`config.mk`:
```
export PLATFORM = sky130hd
export DESIGN_NAME = wsmv_array
export DESIGN_NICKNAME = d
export VERILOG_FILES = /design/src/rtl/wsmv_pkg.sv /design/src/rtl/wsmv_cell.sv /design/src/rtl/wsmv_skew.sv /design/src/rtl/wsmv_loadctl.sv /design/src/rtl/wsmv_vpipe.sv /design/src/rtl/wsmv_array.sv
export SDC_FILE = /design/constraint.sdc
export NUM_CORES = 1
export LEC_CHECK = 0
export ABC_AREA = 1
export CORE_MARGIN = 4
export CORE_UTILIZATION = 25
export DETAILED_ROUTE_END_ITERATION = 8
export HOLD_SLACK_MARGIN = 0.03
export PLACE_DENSITY = 0.44
export SETUP_SLACK_MARGIN = 0.3
export SYNTH_ARGS = -nofsm -noshare
export SYNTH_HDL_FRONTEND = slang
export SYNTH_SLANG_ARGS = --single-unit
```
`constraint.sdc`:
```
create_clock -name clk -period 3.55 [get_ports clk]
set_input_delay 0.5325 -clock clk [delete_from_list [all_inputs] [get_ports clk]]
set_output_delay 0.5325 -clock clk [all_outputs]
set_load 0.01 [all_outputs]
```
`src/rtl/wsmv_pkg.sv`:
```
`timescale 1ns/1ps
package wsmv_pkg;

    localparam int WW = 4;   // weight width
    localparam int XW = 4;   // activation width
    localparam int AW = 16;  // accumulator width

    typedef logic signed [WW-1:0] wgt_t;
    typedef logic signed [XW-1:0] act_t;
    typedef logic signed [AW-1:0] acc_t;

    // State a cell passes on to its right and lower neighbours
    typedef struct packed {
        act_t x;
        acc_t psum;
    } flow_t;

    // Narrow product, widened before it joins the running sum
    function automatic acc_t mac(input acc_t acc, input wgt_t w, input act_t x);
        logic signed [WW+XW-1:0] prod;
        prod = w * x;
        return acc + AW'(prod);
    endfunction

endpackage

```
`src/rtl/wsmv_cell.sv`:
```
`timescale 1ns/1ps
module wsmv_cell
    import wsmv_pkg::*;
(
    input  logic clk,
    input  logic rst,
    input  logic w_shift,
    input  wgt_t w_in,
    output wgt_t w_q,
    input  act_t x_in,
    input  acc_t psum_in,
    output act_t x_q,
    output acc_t psum_q
);

    flow_t flow_r;

    always_ff @(posedge clk) begin
        if (rst) begin
            w_q    <= '0;
            flow_r <= '0;
        end else begin
            if (w_shift) begin
                w_q <= w_in;
            end
            flow_r.x    <= x_in;
            flow_r.psum <= mac(psum_in, w_q, x_in);
        end
    end

    assign x_q    = flow_r.x;
    assign psum_q = flow_r.psum;

endmodule

```
`src/rtl/wsmv_skew.sv`:
```
`timescale 1ns/1ps
module wsmv_skew
    import wsmv_pkg::*;
#(
    parameter int N = 4
) (
    input  logic          clk,
    input  logic          rst,
    input  logic          take,
    input  logic [N*XW-1:0] x_bus,
    output act_t          x_row [N]
);

    for (genvar i = 0; i < N; i++) begin : g_lane
        act_t x_gated;
        assign x_gated = take ? act_t'(x_bus[i*XW +: XW]) : act_t'(0);

        if (i == 0) begin : g_direct
            assign x_row[i] = x_gated;
        end else begin : g_delay
            act_t stage [i];
            always_ff @(posedge clk) begin
                if (rst) begin
                    for (int k = 0; k < i; k++) stage[k] <= '0;
                end else begin
                    stage[0] <= x_gated;
                    for (int k = 1; k < i; k++) stage[k] <= stage[k-1];
                end
            end
            assign x_row[i] = stage[i-1];
        end
    end

endmodule

```
`src/rtl/wsmv_loadctl.sv`:
```
`timescale 1ns/1ps
module wsmv_loadctl #(
    parameter int N = 4
) (
    input  logic clk,
    input  logic rst,
    input  logic w_load,
    output logic load_done
);

    localparam int CW = $clog2(N + 1);

    logic [CW-1:0] rows_in;

    always_ff @(posedge clk) begin
        if (rst) begin
            rows_in <= '0;
        end else if (w_load) begin
            rows_in <= (rows_in == CW'(N)) ? CW'(1) : rows_in + CW'(1);
        end
    end

    assign load_done = (rows_in == CW'(N));

endmodule

```
`src/rtl/wsmv_vpipe.sv`:
```
`timescale 1ns/1ps
module wsmv_vpipe #(
    parameter int N = 4
) (
    input  logic         clk,
    input  logic         rst,
    input  logic         take,
    output logic [N-1:0] y_valid
);

    localparam int DEPTH = 2 * N - 1;

    logic [DEPTH-1:0] tag_sr;

    always_ff @(posedge clk) begin
        if (rst) begin
            tag_sr <= '0;
        end else begin
            tag_sr <= {tag_sr[DEPTH-2:0], take};
        end
    end

    for (genvar j = 0; j < N; j++) begin : g_tap
        assign y_valid[j] = tag_sr[N-1+j];
    end

endmodule

```
`src/rtl/wsmv_array.sv`:
```
`timescale 1ns/1ps
module wsmv_array
    import wsmv_pkg::*;
#(
    parameter int N = 4
) (
    input  logic            clk,
    input  logic            rst,
    input  logic            w_load,
    input  logic [N*WW-1:0] w_row,
    output logic            load_done,
    input  logic            x_valid,
    input  logic [N*XW-1:0] x_in,
    output logic [N-1:0]    y_valid,
    output logic [N*AW-1:0] y_out
);

    logic take;
    act_t x_row [N];

    wgt_t w_v [N+1][N];   // weight rows moving down
    act_t x_h [N][N+1];   // activations moving right
    acc_t p_v [N+1][N];   // partial sums moving down

    assign take = x_valid & load_done & ~w_load;

    wsmv_loadctl #(.N(N)) u_loadctl (
        .clk      (clk),
        .rst      (rst),
        .w_load   (w_load),
        .load_done(load_done)
    );

    wsmv_skew #(.N(N)) u_skew (
        .clk  (clk),
        .rst  (rst),
        .take (take),
        .x_bus(x_in),
        .x_row(x_row)
    );

    wsmv_vpipe #(.N(N)) u_vpipe (
        .clk    (clk),
        .rst    (rst),
        .take   (take),
        .y_valid(y_valid)
    );

    for (genvar j = 0; j < N; j++) begin : g_edge_col
        assign w_v[0][j] = wgt_t'(w_row[j*WW +: WW]);
        assign p_v[0][j] = '0;
        assign y_out[j*AW +: AW] = p_v[N][j];
    end

    for (genvar i = 0; i < N; i++) begin : g_row
        assign x_h[i][0] = x_row[i];
        for (genvar j = 0; j < N; j++) begin : g_col
            wsmv_cell u_cell (
                .clk    (clk),
                .rst    (rst),
                .w_shift(w_load),
                .w_in   (w_v[i][j]),
                .w_q    (w_v[i+1][j]),
                .x_in   (x_h[i][j]),
                .psum_in(p_v[i][j]),
                .x_q    (x_h[i][j+1]),
                .psum_q (p_v[i+1][j])
            );
        end
    end

endmodule

```
==> summary.txt <==
Routing
  – Iter 0 DRT Violations: 679
  – Post-Route WL: 66200 µm
  – DRC violations left: 0
  – First-pass DRT Iterations: 5
  – Routed WL per cell: 11.9 µm
  – Via count: 22100
  – Via density: 3.99
  – Antenna-violating nets left: 0

Yosys
  – Syn_area_per_cell: 7.70 µm²
  – Cell count after synthesis: 3692
  – Flop and latch count out of synthesis: 342
  – Post-synthesis cell type count: 41
  – Seq/Total Area, Yosys: 0.241
  – Top cells by area, synth: dfxtp_1, fa_1, ha_1, inv_1, nand2_1
  – Mapped Nets: 4366
  – Share of the synthesized area in the top cell type: 0.241
  – Mapped Area: 28400 µm²
  – Top cell type by total area after synthesis: dfxtp_1
  – Number of flops mapped to enable cells by yosys: 0
  – Main synth FF type: dfxtp_1
  – Yosys Warn Count: 0
  – Ys async rst share: 0

STA
  – Max_slew headroom: 0.385
  – Actual slew at the worst max-slew pin: 922 ps
  – Final setup viols: 2
  – Max Fclk: 274 MHz
  – Setup TNS: -144 ps
  – Hold Violations, Final: 0
  – RSZ-0062 raised after global routing: yes
  – Tcrit/Tclk final: 1.03
  – Skew final: 15.6 ps
  – Slack of the critical path: -94.7 ps
  – Slew Limit Fails: 0
  – Tmin final: 3640 ps

GRT
  – Initial antenna violation count: 0
  – Gr usage total: 0.111
  – First-pass GRT wire length: 112000 µm
  – Grt ovf: 0
  – Vias in the first global route: 22700
  – Pin count of the biggest net entering global routing: 101

Final layout
  – Most common cell after layout, fill and taps aside: inv_1
  – Syn-to-layout area delta: 31.7%
  – Layout cells sized above 1: 0.234
  – Fin nets: 4677
  – Most frequent cells in the layout: inv_1, nand2_1, nor2_1
  – Ant diodes: 0
  – Util after Layout: 0.332
  – Fill cells: 12000
  – Post-route design area: 37400 µm²

Clock network
  – # clock sinks: 342
  – Hold Buf Count CTS: 0
  – Num CTS Buffers: 51
  – H-tree depth: 2
  – Clock Pin Slew Worst Setup and Hold Paths: 60 ps
  – Worst skew pair latency: 630 ps
  – CTS tree: done
  – Root Buffer: clkbuf_16
  – Max clock buf depth: 3

Run
  – Max cap viols: 0

Setup path
  – Critical Path AT: 4150 ps
  – Startpoint Class: register
  – CP max FO: 4
  – Worst Setup End Kind: register
  – CP Class: reg2reg
  – R2R Path End: g_row[0].g_col[0].u_cell.psum_q[7]
  – Reg2reg setup slack: -90 ps
  – RR Startpoint: u_loadctl.rows_in[0]
  – Worst EP required: 4060 ps
  – R2R depth: 21

Pwr
  – Pleak: 0.0192 µW
  – Pwr Density: 269 nW/µm²
  – Maximum vdd drop: 0.313 mV

Floorplan
  – Area of the core: 113000 µm²
  – Ports: 105
  – Chip Height: 345 µm
  – Die width: 345 µm
  – Rows: 123
  – Initial core utilization: 0.252
  – Die Area: 119000 µm²

Hold path
  – Hold-critical path endpoint: g_row[0].g_col[0].u_cell.psum_q[5]
  – Hold path cells: 2
  – Hold path start: rst
  – Worst hold-check path type: in2reg

Placed design
  – I/O Buffers: 104
  – Placed cell area: 32100 µm²
  – Placed wire-length estimate: 49900 µm
  – Placer congestion estimate: 0.780

Status
  – Failing checks: negative setup slack
  – Outcome: finished, violations left
==> metrics by stage <==
step | worst slack (ps) | total power (µW) | std cells | hold slack (ps)
final | -94.7 | 10100 | 5545 | 224
after global routing | -314 | 10500 | 5545 | 213
after CTS | -114 | 10300 | 5502 | 174
after detailed placement | -673 | 4390 | 5366 | 398
after global placement | -711 | 4390 | 5366 | 396
after floorplan | -121 | 4200 | 3692 | 388
==> how the worst max path moves through the flow <==
stage / startpoint / to / slack, ps / cells after the start
after floorplan: w_load / g_row[0].g_col[0].u_cell.psum_q[7] / -120 / 21
after global placement: x_valid / g_row[0].g_col[0].u_cell.psum_q[7] / -710 / 20
after detailed placement: x_valid / g_row[0].g_col[0].u_cell.psum_q[7] / -670 / 20
after CTS: u_loadctl.rows_in[0] / g_row[0].g_col[0].u_cell.psum_q[7] / -110 / 21
after global routing: u_loadctl.rows_in[0] / g_row[0].g_col[0].u_cell.psum_q[7] / -310 / 21
final: u_loadctl.rows_in[0] / g_row[0].g_col[0].u_cell.psum_q[7] / -90 / 21
==> layer usage <==
| layer | vias up | routed length [µm] | global-route usage |
|---|---|---|---|
| met5 | - | 0 | 0 |
| li1 | 11600 | - | - |
| met2 | 155 | 31500 | 0.193 |
| met4 | 0 | 1640 | 0.0331 |
| met3 | 91 | 1770 | 0.0160 |
| met1 | 10300 | 31300 | 0.143 |
==> power by group <==
group          switching (µW)  total, µW  internal (µW)
sequential               67.7       3960           3890
clock                    2020       5740           3710
combinational             221        363            141
==> synthesized netlist by cell type (16+ instances only) <==
cell type / count
a21oi_1: 155
buf_2: 25
clkbuf_1: 20
dfxtp_1: 342
fa_1: 296
ha_1: 342
inv_1: 1045
nand2_1: 601
nand3_1: 96
nor2_1: 444
o21ai_0: 152
or2_2: 18
xnor2_1: 16
==> kinds of logic after synthesis <==
logic type / count (synthesis) / share of synthesized area
compound gates: 362 / 0.0679
simple gates: 1207 / 0.173
xor+xnor: 29 / 0.00894
flops: 342 / 0.241
buf+inv: 1114 / 0.150
fa+ha+maj: 638 / 0.359
==> flip-flops by register name, summed over array words and instances (netlist names) <==
| name | count |
|---|---|
| g_row.g_col.u_cell.psum_q | 196 |
| g_row.g_col.u_cell.w_q | 64 |
| g_row.g_col.u_cell.x_q | 48 |
| u_skew.g_lane.g_delay.stage | 24 |
| u_vpipe.tag_sr | 7 |
| u_loadctl.rows_in | 3 |
==> what timing repair did <==
item                       CTS  global route
resized for setup          242           538
setup buffers               41            43
setup endpoints to repair   92           110
pin swaps                   90           225
==> area by class of cell <==
type                    count  area, µm²  share of cell area
multi-input cells        2236      19800               0.528
flip-flops and latches    342       6990               0.187
inverters                1052       3990               0.107
repair buffers            320       2870              0.0768
well taps                1500       1880              0.0501
clock buffers              61       1380              0.0367
clock inverters            34        544              0.0145
==> worst max-delay path, stage by stage (launching register included) <==
cell and delay, ps:
dfxtp_2 320, inv_2 60, ha_4 140, nand2_4 70, nor2_8 150, inv_6 60, nor2_4 90, nand2_2 60
fa_1 560, fa_1 430, fa_1 430, inv_1 70, ha_2 180, inv_2 40, fa_2 340, nand3b_1 190
nand2_1 80, nand2_2 50, nand2_1 50, nand2_1 50, nand2_1 60, nor2_2 30
(Power assumes the default switching activity.)
